==> config.mk <==
export PLATFORM = sky130hd
export DESIGN_NAME = pt_walker
export DESIGN_NICKNAME = d
export VERILOG_FILES = /design/src/rtl/pt_walk_pkg.sv /design/src/rtl/pt_idx_sel.sv /design/src/rtl/pt_pte_eval.sv /design/src/rtl/pt_walker.sv
export SDC_FILE = /design/constraint.sdc
export NUM_CORES = 1
export LEC_CHECK = 0
export BUFFER_PORTS_ARGS = -buffer_cell sky130_fd_sc_hd__buf_2
export CORE_AREA = 5 5 167 169
export CTS_BUF_LIST = sky130_fd_sc_hd__clkbuf_2
export CTS_CLUSTER_DIAMETER = 80
export CTS_CLUSTER_SIZE = 40
export DETAILED_ROUTE_END_ITERATION = 10
export DIE_AREA = 0 0 172 174
export HOLD_SLACK_MARGIN = 0.05
export PLACE_DENSITY = 0.79
export SLEW_MARGIN = 40
export SYNTH_ARGS = -nofsm -noshare
export SYNTH_HDL_FRONTEND = slang
export SYNTH_HIERARCHICAL = 1
export SYNTH_SLANG_ARGS = --single-unit
==> constraint.sdc <==
create_clock -name clk_i -period 2.3 [get_ports clk_i]
set_input_delay 0.115 -clock clk_i [delete_from_list [all_inputs] [get_ports clk_i]]
set_output_delay 0.115 -clock clk_i [all_outputs]
set_load 0.02 [all_outputs]
==> src/rtl/pt_walk_pkg.sv <==
package pt_walk_pkg;
  localparam int unsigned VA_W   = 48;
  localparam int unsigned PA_W   = 52;
  localparam int unsigned OFF_W  = 12;
  localparam int unsigned IDX_W  = 9;
  localparam int unsigned LEVELS = 4;
  localparam int unsigned PTE_W  = 64;
  localparam int unsigned PPN_W  = PA_W - OFF_W;
  localparam int unsigned LVL_W  = $clog2(LEVELS);
  localparam int unsigned ENT_SH = OFF_W - IDX_W;

  localparam int unsigned PTE_P  = 0;
  localparam int unsigned PTE_RW = 1;
  localparam int unsigned PTE_US = 2;
  localparam int unsigned PTE_A  = 5;
  localparam int unsigned PTE_D  = 6;
  localparam int unsigned PTE_XD = 63;

  typedef enum logic [1:0] {ACC_RD = 2'd0, ACC_WR = 2'd1, ACC_EX = 2'd2, ACC_RD2 = 2'd3} acc_e;
  typedef enum logic [1:0] {FLT_NONE = 2'd0, FLT_ABSENT = 2'd1, FLT_PERM = 2'd2} fault_e;
endpackage

==> src/rtl/pt_idx_sel.sv <==
module pt_idx_sel
  import pt_walk_pkg::*;
(
  input  logic [VA_W-1:0]  vaddr_i,
  input  logic [LVL_W-1:0] level_i,
  input  logic [PPN_W-1:0] base_i,
  output logic [PA_W-1:0]  ent_addr_o
);
  logic [IDX_W-1:0] idx_tab [LEVELS];

  for (genvar g = 0; g < LEVELS; g++) begin : g_idx
    assign idx_tab[g] = vaddr_i[VA_W-1-g*IDX_W -: IDX_W];
  end

  assign ent_addr_o = {base_i, idx_tab[level_i], {ENT_SH{1'b0}}};
endmodule

==> src/rtl/pt_pte_eval.sv <==
module pt_pte_eval
  import pt_walk_pkg::*;
(
  input  logic [PTE_W-1:0] pte_i,
  input  acc_e             acc_i,
  input  logic             user_i,
  input  logic             last_i,
  output logic             present_o,
  output logic             perm_ok_o,
  output logic [PTE_W-1:0] pte_upd_o,
  output logic             wb_o,
  output logic [PPN_W-1:0] next_ppn_o
);
  logic deny;

  assign present_o = pte_i[PTE_P];
  assign deny = ((acc_i == ACC_WR) && !pte_i[PTE_RW]) ||
                (user_i && !pte_i[PTE_US]) ||
                ((acc_i == ACC_EX) && pte_i[PTE_XD]);
  assign perm_ok_o = !deny;

  always_comb begin
    pte_upd_o        = pte_i;
    pte_upd_o[PTE_A] = 1'b1;
    if (last_i && (acc_i == ACC_WR)) pte_upd_o[PTE_D] = 1'b1;
  end

  assign wb_o       = (pte_upd_o != pte_i);
  assign next_ppn_o = pte_i[OFF_W +: PPN_W];
endmodule

==> src/rtl/pt_walker.sv <==
module pt_walker
  import pt_walk_pkg::*;
(
  input  logic             clk_i,
  input  logic             rst_ni,
  input  logic             req_valid_i,
  output logic             req_ready_o,
  input  logic [VA_W-1:0]  req_vaddr_i,
  input  logic [1:0]       req_acc_i,
  input  logic             req_user_i,
  input  logic [PPN_W-1:0] root_ppn_i,
  output logic             mem_req_o,
  output logic             mem_we_o,
  output logic [PA_W-1:0]  mem_addr_o,
  output logic [PTE_W-1:0] mem_wdata_o,
  input  logic             mem_ack_i,
  input  logic [PTE_W-1:0] mem_rdata_i,
  output logic             rsp_valid_o,
  output logic [1:0]       rsp_fault_o,
  output logic [PPN_W-1:0] rsp_ppn_o,
  output logic [PA_W-1:0]  rsp_paddr_o,
  output logic [PTE_W-1:0] rsp_pte_o
);
  typedef enum logic [2:0] {S_IDLE, S_READ, S_EVAL, S_WRITE, S_DONE} state_e;

  state_e           state_q;
  logic [LVL_W-1:0] level_q;
  logic [VA_W-1:0]  vaddr_q;
  acc_e             acc_q;
  logic             user_q;
  logic [PPN_W-1:0] base_q, ppn_q;
  logic [PTE_W-1:0] pte_q;
  fault_e           fault_q;

  logic             last, present, perm_ok, need_wb;
  logic [PTE_W-1:0] pte_upd;
  logic [PPN_W-1:0] next_ppn;

  assign last = (level_q == LVL_W'(LEVELS-1));

  pt_idx_sel u_idx (
    .vaddr_i   (vaddr_q),
    .level_i   (level_q),
    .base_i    (base_q),
    .ent_addr_o(mem_addr_o)
  );

  pt_pte_eval u_eval (
    .pte_i     (pte_q),
    .acc_i     (acc_q),
    .user_i    (user_q),
    .last_i    (last),
    .present_o (present),
    .perm_ok_o (perm_ok),
    .pte_upd_o (pte_upd),
    .wb_o      (need_wb),
    .next_ppn_o(next_ppn)
  );

  always_ff @(posedge clk_i or negedge rst_ni) begin
    if (!rst_ni) begin
      state_q <= S_IDLE;
      level_q <= '0;
      vaddr_q <= '0;
      acc_q   <= ACC_RD;
      user_q  <= 1'b0;
      base_q  <= '0;
      ppn_q   <= '0;
      pte_q   <= '0;
      fault_q <= FLT_NONE;
    end else begin
      case (state_q)
        S_IDLE: if (req_valid_i) begin
          vaddr_q <= req_vaddr_i;
          acc_q   <= acc_e'(req_acc_i);
          user_q  <= req_user_i;
          base_q  <= root_ppn_i;
          level_q <= '0;
          state_q <= S_READ;
        end
        S_READ: if (mem_ack_i) begin
          pte_q   <= mem_rdata_i;
          state_q <= S_EVAL;
        end
        S_EVAL: begin
          if (!present) begin
            fault_q <= FLT_ABSENT;
            ppn_q   <= '0;
            state_q <= S_DONE;
          end else if (!perm_ok) begin
            fault_q <= FLT_PERM;
            ppn_q   <= '0;
            state_q <= S_DONE;
          end else begin
            pte_q <= pte_upd;
            if (need_wb) begin
              state_q <= S_WRITE;
            end else if (last) begin
              fault_q <= FLT_NONE;
              ppn_q   <= next_ppn;
              state_q <= S_DONE;
            end else begin
              level_q <= level_q + LVL_W'(1);
              base_q  <= next_ppn;
              state_q <= S_READ;
            end
          end
        end
        S_WRITE: if (mem_ack_i) begin
          if (last) begin
            fault_q <= FLT_NONE;
            ppn_q   <= next_ppn;
            state_q <= S_DONE;
          end else begin
            level_q <= level_q + LVL_W'(1);
            base_q  <= next_ppn;
            state_q <= S_READ;
          end
        end
        default: state_q <= S_IDLE;
      endcase
    end
  end

  assign req_ready_o = (state_q == S_IDLE);
  assign mem_req_o   = (state_q == S_READ) || (state_q == S_WRITE);
  assign mem_we_o    = (state_q == S_WRITE);
  assign mem_wdata_o = pte_q;
  assign rsp_valid_o = (state_q == S_DONE);
  assign rsp_fault_o = fault_q;
  assign rsp_ppn_o   = ppn_q;
  assign rsp_paddr_o = (fault_q == FLT_NONE) ? {ppn_q, vaddr_q[OFF_W-1:0]} : '0;
  assign rsp_pte_o   = pte_q;

  // any writeback carries the accessed flag
  a_r5_wb_sets_accessed: assert property (@(posedge clk_i) disable iff (!rst_ni)
    mem_req_o && mem_we_o |-> mem_wdata_o[PTE_A]);

  // request held with stable address until acknowledged
  a_r7_req_held: assert property (@(posedge clk_i) disable iff (!rst_ni)
    mem_req_o && !mem_ack_i |=> mem_req_o && $stable(mem_addr_o) && $stable(mem_we_o));

  // successful result carries a present, accessed entry
  a_r8_ok_entry: assert property (@(posedge clk_i) disable iff (!rst_ni)
    rsp_valid_o && (rsp_fault_o == 2'd0) |-> rsp_pte_o[PTE_P] && rsp_pte_o[PTE_A]);

  // successful write leaves the final entry dirty
  a_r6_write_dirty: assert property (@(posedge clk_i) disable iff (!rst_ni)
    rsp_valid_o && (rsp_fault_o == 2'd0) && (acc_q == ACC_WR) |-> rsp_pte_o[PTE_D]);

  // no memory traffic while idle, response is a single pulse
  a_r9_idle_quiet: assert property (@(posedge clk_i) disable iff (!rst_ni)
    req_ready_o |-> !mem_req_o && !rsp_valid_o);

  a_r9_rsp_pulse: assert property (@(posedge clk_i) disable iff (!rst_ni)
    rsp_valid_o |=> !rsp_valid_o && req_ready_o);
endmodule

==> results.sh, run 1 <==
export IMPL_hold_worst_slack_ps=145
export IMPL_nets=1742
export IMPL_critPathMaxFanout=5
export IMPL_detail_route_wl_per_cell_um=21.4
export IMPL_grt_max_degree=76
export IMPL_ff2ff_path_depth=9
export IMPL_numPortBuffers=433
export IMPL_grt_pass1_vias=10366
export IMPL_switching_share_pct=47.8
export IMPL_setup_viol=0
export IMPL_clkSlewWorstSetupHoldPaths_ps=490
export IMPL_reg2reg_setup_slack_ps=40
export IMPL_crit_path_start_kind="flip-flop"
export IMPL_globalplace_congestion=0.852
export IMPL_syn_to_final_growth_pct=48.0
export IMPL_synth_seq_cells=202
export IMPL_cts_tree="done"
export IMPL_cp_arrival_ps=2170
export IMPL_syn_area_mm2=0.0111
export IMPL_routed_via_density=5.15
export IMPL_cts_inserted_buffers=13
export IMPL_fmax_mhz=438
export IMPL_leakage_nw=7.93
export IMPL_synth_simple_area_share_pct=10.9
export IMPL_status="completed"
export IMPL_synth_top_flop_cell="dfrtp_1"
export IMPL_seq_area_frac_synth_pct=45.5
export IMPL_cap_viol_max_count=0
export IMPL_yosys_cell_types_count=41
export IMPL_fin_util_pct=62.2
export IMPL_track_usage_pct=23.7
export IMPL_hold_depth=5
export IMPL_dieArea_mm2=0.0299
export IMPL_synth_compound_area_share_pct=7.45
export IMPL_r2r_start="acc_q[1]"
export IMPL_numClockSinks=202
export IMPL_slew_violations=0
export IMPL_worst_pin_slew_ps=594
export IMPL_grt_pass1_wl_um=57000
export IMPL_power_internal_w=0.0117
export IMPL_synth_area_per_cell_um2=10.7
export IMPL_rows=60
export IMPL_p_sw_w=0.0107
export IMPL_hp_class="primary input to flip-flop"
export IMPL_initial_utilization_pct=42.1
export IMPL_via_count=9964
export IMPL_synthCells=1037
export IMPL_drc=0
export IMPL_period_needed_ps=2280
export IMPL_die_h_um=174
export IMPL_async_flop_share_pct=100
export IMPL_drive_gt1_share_pct=41.6
export IMPL_yosys_warnings=6
export IMPL_insertion_delay_ps=940
export IMPL_drt_pass1_iter_count=5
export IMPL_cts_path_max_buffers=3
export IMPL_finalHoldViolations=0
export IMPL_overflow=0
export IMPL_cts_htree_levels=1
export IMPL_finalSetupTns_ps=0
export IMPL_setup_worst_path_class="flip-flop to primary output"
export IMPL_min_to="base_q[38]"
export IMPL_end_kind="primary output"
export IMPL_ir_worst_vdd_v=0.000954
export IMPL_slew_headroom_pct=60.4
export IMPL_dp_cells=1568
export IMPL_fin_worst_skew_ps=171
export IMPL_ant_nets=0
export IMPL_synth_edf_count=0
export IMPL_dpl_hpwl_um=21400
export IMPL_rsz0062_at_grt="true"
export IMPL_io_pins=437
export IMPL_hold_start="root_ppn_i[38]"
export IMPL_antenna_found_initial=3
export IMPL_clock_root_buffer="clkbuf_2"
export IMPL_cp_data_required_time_ps=2180
export IMPL_drt_iter0_drc=802
export IMPL_pwr_share_comb_pct=60.9
export IMPL_p_per_area_mw_per_mm2=1360
export IMPL_final_cells=1934
export IMPL_synth_adder_area_share_pct=0.113
export IMPL_rr_endpoint="rsp_ppn_o[0]"
export IMPL_synthXorXnorAreaFrac_pct=0.0788
export IMPL_seqPwrFrac_pct=31.1
export IMPL_synth_top_family_by_area="multiplexers"
export IMPL_p_clk_share_pct=8.0
export IMPL_fin_crit_sh_pct=99.2
export IMPL_fp_coreArea_mm2=0.0264
export IMPL_yosys_mux_area_fraction_pct=18.2
export IMPL_fp_dieW_um=172
export IMPL_detail_route_wirelength_um=41500
## state kept, by name, summed over array words and instances, names as in the netlist
register,cells
mem_wdata_o,64
state_q,3
acc_q,2
user_q,1
rsp_fault_o,2
base_q,40
rsp_ppn_o,40
vaddr_q,48
level_q,2
## stage by stage
step           total power (W)  setup slack [ps]  cell area (µm²)
2_1_floorplan           0.0166              82.9            11100
3_3_place_gp            0.0179              28.7            12200
3_5_place_dp            0.0182             -26.1            12200
4_1_cts                 0.0207             -82.8            15700
5_1_grt                 0.0235              -143            16400
6_report                0.0224              18.2            16400
## repair_timing
item / in CTS / in global routing
gates resized for setup: 49 / 100
endpoints found under the setup margin: 54 / 113
hold buffers: 314 / 0
endpoints found under the hold margin: 400 / 0
pin swaps: 1 / 11
cloned: 0 / 13
buffers inserted: 4 / 9
## power by group through the flow
stage,Clock [W],Sequential (W),Combinational [W]
2_1_floorplan,0,0.00718,0.00946
3_3_place_gp,0,0.00673,0.0111
3_5_place_dp,0,0.00682,0.0114
4_1_cts,0.00186,0.00674,0.0121
5_1_grt,0.00197,0.00712,0.0144
6_report,0.00179,0.00694,0.0136
## worst max-delay path by stage
stage / startpoint / to / cells past startpoint
finish: rsp_fault_o[1] / rsp_paddr_o[18] / 5
global route: rsp_fault_o[1] / rsp_paddr_o[18] / 5
CTS: level_q[0] / mem_addr_o[10] / 3
detailed placement: level_q[0] / base_q[25] / 8
global placement: level_q[0] / base_q[24] / 8
floorplan: mem_wdata_o[2] / base_q[0] / 7
## logic make-up after synthesis
| group | count (synthesis) |
|---|---|
| xor+xnor | 1 |
| compound gates | 124 |
| mux | 165 |
| other cells | 2 |
| buf+inv | 278 |
| flops | 202 |
| simple gates | 264 |
| fa+ha+maj | 1 |
## cell type report
| class | count | area [µm²] |
|---|---|---|
| Sequential cell | 202 | 5060 |
| Multi-Input combinational cell | 559 | 4290 |
| Timing Repair Buffer | 798 | 6400 |
| Tap cell | 341 | 427 |
| Antenna cell | 5 | 12.5 |
| Clock inverter | 8 | 161 |
| Inverter | 8 | 30.0 |
| Fill cell | 1878 | 9980 |
| Clock buffer | 13 | 65.1 |
## layer usage
metal	vias up	wire length (µm)	share of wire, %	GRT usage (%)
met4	0	2090	5.0	11.2
met2	565	21500	52	42.7
met3	131	3070	7.4	4.48
li1	4346	-	-	-
met5	-	0	0	0
met1	4922	14900	36	26.8
## layout by cell type (no fill, tap or decap), drive strengths merged, types with 2 or more instances in the layout
| master | Yosys | final |
|---|---|---|
| a21oi | 70 | 70 |
| a22o | 42 | 42 |
| a311oi | 2 | 2 |
| and2 | 52 | 52 |
| buf | 239 | 473 |
| clkbuf | 31 | 24 |
| clkinv | 0 | 3 |
| conb | 2 | 4 |
| dfrtp | 202 | 202 |
| diode | 0 | 5 |
| dlygate4sd3 | 0 | 313 |
| inv | 8 | 11 |
| mux2 | 91 | 91 |
| mux2i | 65 | 65 |
| mux4 | 9 | 9 |
| nand2 | 123 | 123 |
| nand2b | 2 | 2 |
| nand3 | 2 | 2 |
| nand3b | 4 | 4 |
| nor2 | 67 | 67 |
| nor2b | 4 | 4 |
| nor3b | 4 | 4 |
| o21ai | 7 | 7 |
## cells in the mapped netlist (4+ instances only)
library cell / instances / area [µm²]
mux2_2: 52 / 586
mux2_4: 39 / 586
and2_1: 52 / 325
mux2i_1: 65 / 651
a21oi_1: 70 / 350
nor2_1: 67 / 251
buf_6: 4 / 45.0
buf_12: 4 / 80.1
clkbuf_1: 29 / 109
nand3b_1: 4 / 30.0
nor2b_1: 4 / 25.0
a22o_1: 41 / 359
o21ai_0: 4 / 20.0
nand2_1: 123 / 462
mux4_2: 9 / 203
buf_4: 211 / 1580
buf_2: 17 / 85.1
inv_1: 8 / 30.0
dfrtp_1: 202 / 5050
## worst max-delay path, cell delays in order, from the launching register on
cell and delay (ps):
dfrtp_2 540, nor2_4 120, buf_6 170, clkbuf_16 180, and2_1 160, buf_4 150
Power figures use the tool's default switching activity.
==> run 2, diff against run 1 <==
CELL_PAD_IN_SITES_DETAIL_PLACEMENT = 1   (was unset)
CELL_PAD_IN_SITES_GLOBAL_PLACEMENT = 1   (was unset)
CORE_AREA = unset   (was 5 5 167 169)
CORE_MARGIN = 5   (was unset)
CORE_UTILIZATION = 34   (was unset)
CTS_CLUSTER_DIAMETER = unset   (was 80)
DIE_AREA = unset   (was 0 0 172 174)
PLACE_DENSITY = 0.83   (was 0.79)
==> run 2 against run 1 <==
Net effect:
- global-route usage barely moved
- critical path depth rose by 3
- die area rose by 22%
- non-clock buffer count fell by 77
- critical path type is now flip-flop to flip-flop
- critical endpoint is now base_q[39]
- largest power group unchanged
==> results.sh, run 2 (synthesized netlist as in run 1, its figures left out) <==
export IMPL_fp_dieW_um=191
export IMPL_detail_route_wl_per_cell_um=22.9
export IMPL_leakage_nw=7.76
export IMPL_setup_viol=0
export IMPL_initial_utilization_pct=34.3
export IMPL_cts_htree_levels=2
export IMPL_fin_crit_sh_pct=99.9
export IMPL_wl_met3_um=2690
export IMPL_rsz0062_at_grt="true"
export IMPL_numPortBuffers=433
export IMPL_cts_path_max_buffers=3
export IMPL_drive_gt1_share_pct=43.2
export IMPL_nets=1708
export IMPL_via_count=9894
export IMPL_switching_share_pct=48.8
export IMPL_status="completed"
export IMPL_detail_route_wirelength_um=46600
export IMPL_slew_violations=0
export IMPL_fp_coreArea_mm2=0.0324
export IMPL_insertion_delay_ps=870
export IMPL_die_h_um=191
export IMPL_routed_top_layer="met4"
export IMPL_grt_max_degree=71
export IMPL_cp_arrival_ps=2960
export IMPL_cap_viol_max_count=0
export IMPL_routed_via_density=4.85
export IMPL_total_power_w=0.0232
export IMPL_fin_worst_skew_ps=111
export IMPL_globalplace_congestion=0.790
export IMPL_antenna_found_initial=5
export IMPL_p_per_area_mw_per_mm2=1490
export IMPL_overflow=0
export IMPL_p_clk_share_pct=11.6
export IMPL_met2_length_um=24900
export IMPL_dieArea_mm2=0.0364
export IMPL_cts_tree="done"
export IMPL_crit_path_start_kind="flip-flop"
export IMPL_cp_data_required_time_ps=2970
export IMPL_reg2reg_setup_slack_ps=1
export IMPL_hp_class="primary input to flip-flop"
export IMPL_drt_iter0_drc=360
export IMPL_drc=0
export IMPL_worst_pin_slew_ps=533
export IMPL_largest_reg_flops=64
export IMPL_grt_pass1_wl_um=67400
export IMPL_cts_inserted_buffers=56
export IMPL_clkSlewWorstSetupHoldPaths_ps=110
export IMPL_track_usage_pct=23.7
export IMPL_critPathMaxFanout=10
export IMPL_clock_root_buffer="clkbuf_2"
export IMPL_met1_length_um=16400
export IMPL_final_common_cell="buf_2"
export IMPL_ant_nets=0
export IMPL_ir_worst_vdd_v=0.000938
export IMPL_finalHoldViolations=0
export IMPL_rows=66
export IMPL_pwr_share_comb_pct=58.1
export IMPL_seqPwrFrac_pct=30.3
export IMPL_dpl_hpwl_um=25200
export IMPL_io_pins=437
export IMPL_power_internal_w=0.0119
export IMPL_numClockSinks=202
export IMPL_drt_pass1_iter_count=4
export IMPL_setup_worst_path_class="flip-flop to flip-flop"
export IMPL_grt_pass1_vias=11331
export IMPL_p_sw_w=0.0113
export IMPL_finalSetupTns_ps=0
export IMPL_syn_to_final_growth_pct=40.5
export IMPL_final_cell_mix="buf_2, dlygate4sd3_1, dfrtp_1"
export IMPL_slew_headroom_pct=64.5
export IMPL_end_kind="flip-flop"
export IMPL_period_needed_ps=2300
export IMPL_fmax_mhz=435
[run 2: timing repair]
item | CTS | global route
gates cloned | 0 | 9
gates resized for setup | 3 | 19
hold buffers | 243 | 0
hold endpoints to repair | 362 | 0
setup buffers | 2 | 6
pin swaps | 2 | 4
endpoints found under the setup margin | 85 | 50
[run 2: layout make-up]
class                   count  area [µm²]
fillers                  3690       16800
diodes                      4        10.0
clock inverters            21        93.8
multi-input cells         559        4200
clock buffers              81         405
well taps                 442         553
flip-flops and latches    202        5060
inverters                   8        30.0
repair buffers            721        5260
[run 2: metal layers]
metal / global-route usage, % / vias to the layer above
li1: - / 4327
met1: 24.3 / 4947
met2: 44.6 / 458
met3: 4.87 / 162
met4: 13.5 / 0
met5: 0 / -
[run 2: power by group through the flow]
stage	sequential (W)	clock, W	combinational [W]
5_1_grt	0.00720	0.00300	0.0143
6_report	0.00703	0.00269	0.0135
3_5_place_dp	0.00688	0	0.0117
2_1_floorplan	0.00718	0	0.00946
3_3_place_gp	0.00673	0	0.0113
4_1_cts	0.00683	0.00272	0.0123
[run 2: worst max-delay path, cell delays in order, from the launching register on]
cell and delay, ps:
dfrtp_1 430, ha_2 220, nand3b_1 140, o21ai_2 100, nand3b_1 180, a22o_4 250
a211o_4 370, clkbuf_16 220, mux2_2 290
[run 2: through the flow]
stage                     std cells  cell area, µm²  worst slack [ps]  util, %  hold slack, ps
after CTS                      2019           15300             0.660     47.3            52.6
after floorplan                1039           11100              82.9        -            -181
after global placement         1672           12300             -19.5     38.1            42.2
final                          2038           15600              1.47     48.2             174
after detailed placement       1672           12300              -111     38.1            43.0
after global routing           2038           15600             -42.4     48.2            74.0
[run 2: path summary, 6_finish.rpt]
kind / to / depth (start not counted) / start
hold / removal: mem_wdata_o[24] / 4 / mem_rdata_i[24]
setup / recovery: base_q[39] / 8 / level_q[0]
setup reg to reg: base_q[39] / 8 / level_q[0]
min in group asynchronous: state_q[0] / 4 / rst_ni
max in group asynchronous: base_q[27] / 5 / rst_ni
hold reg to reg: base_q[6] / 1 / base_q[6]
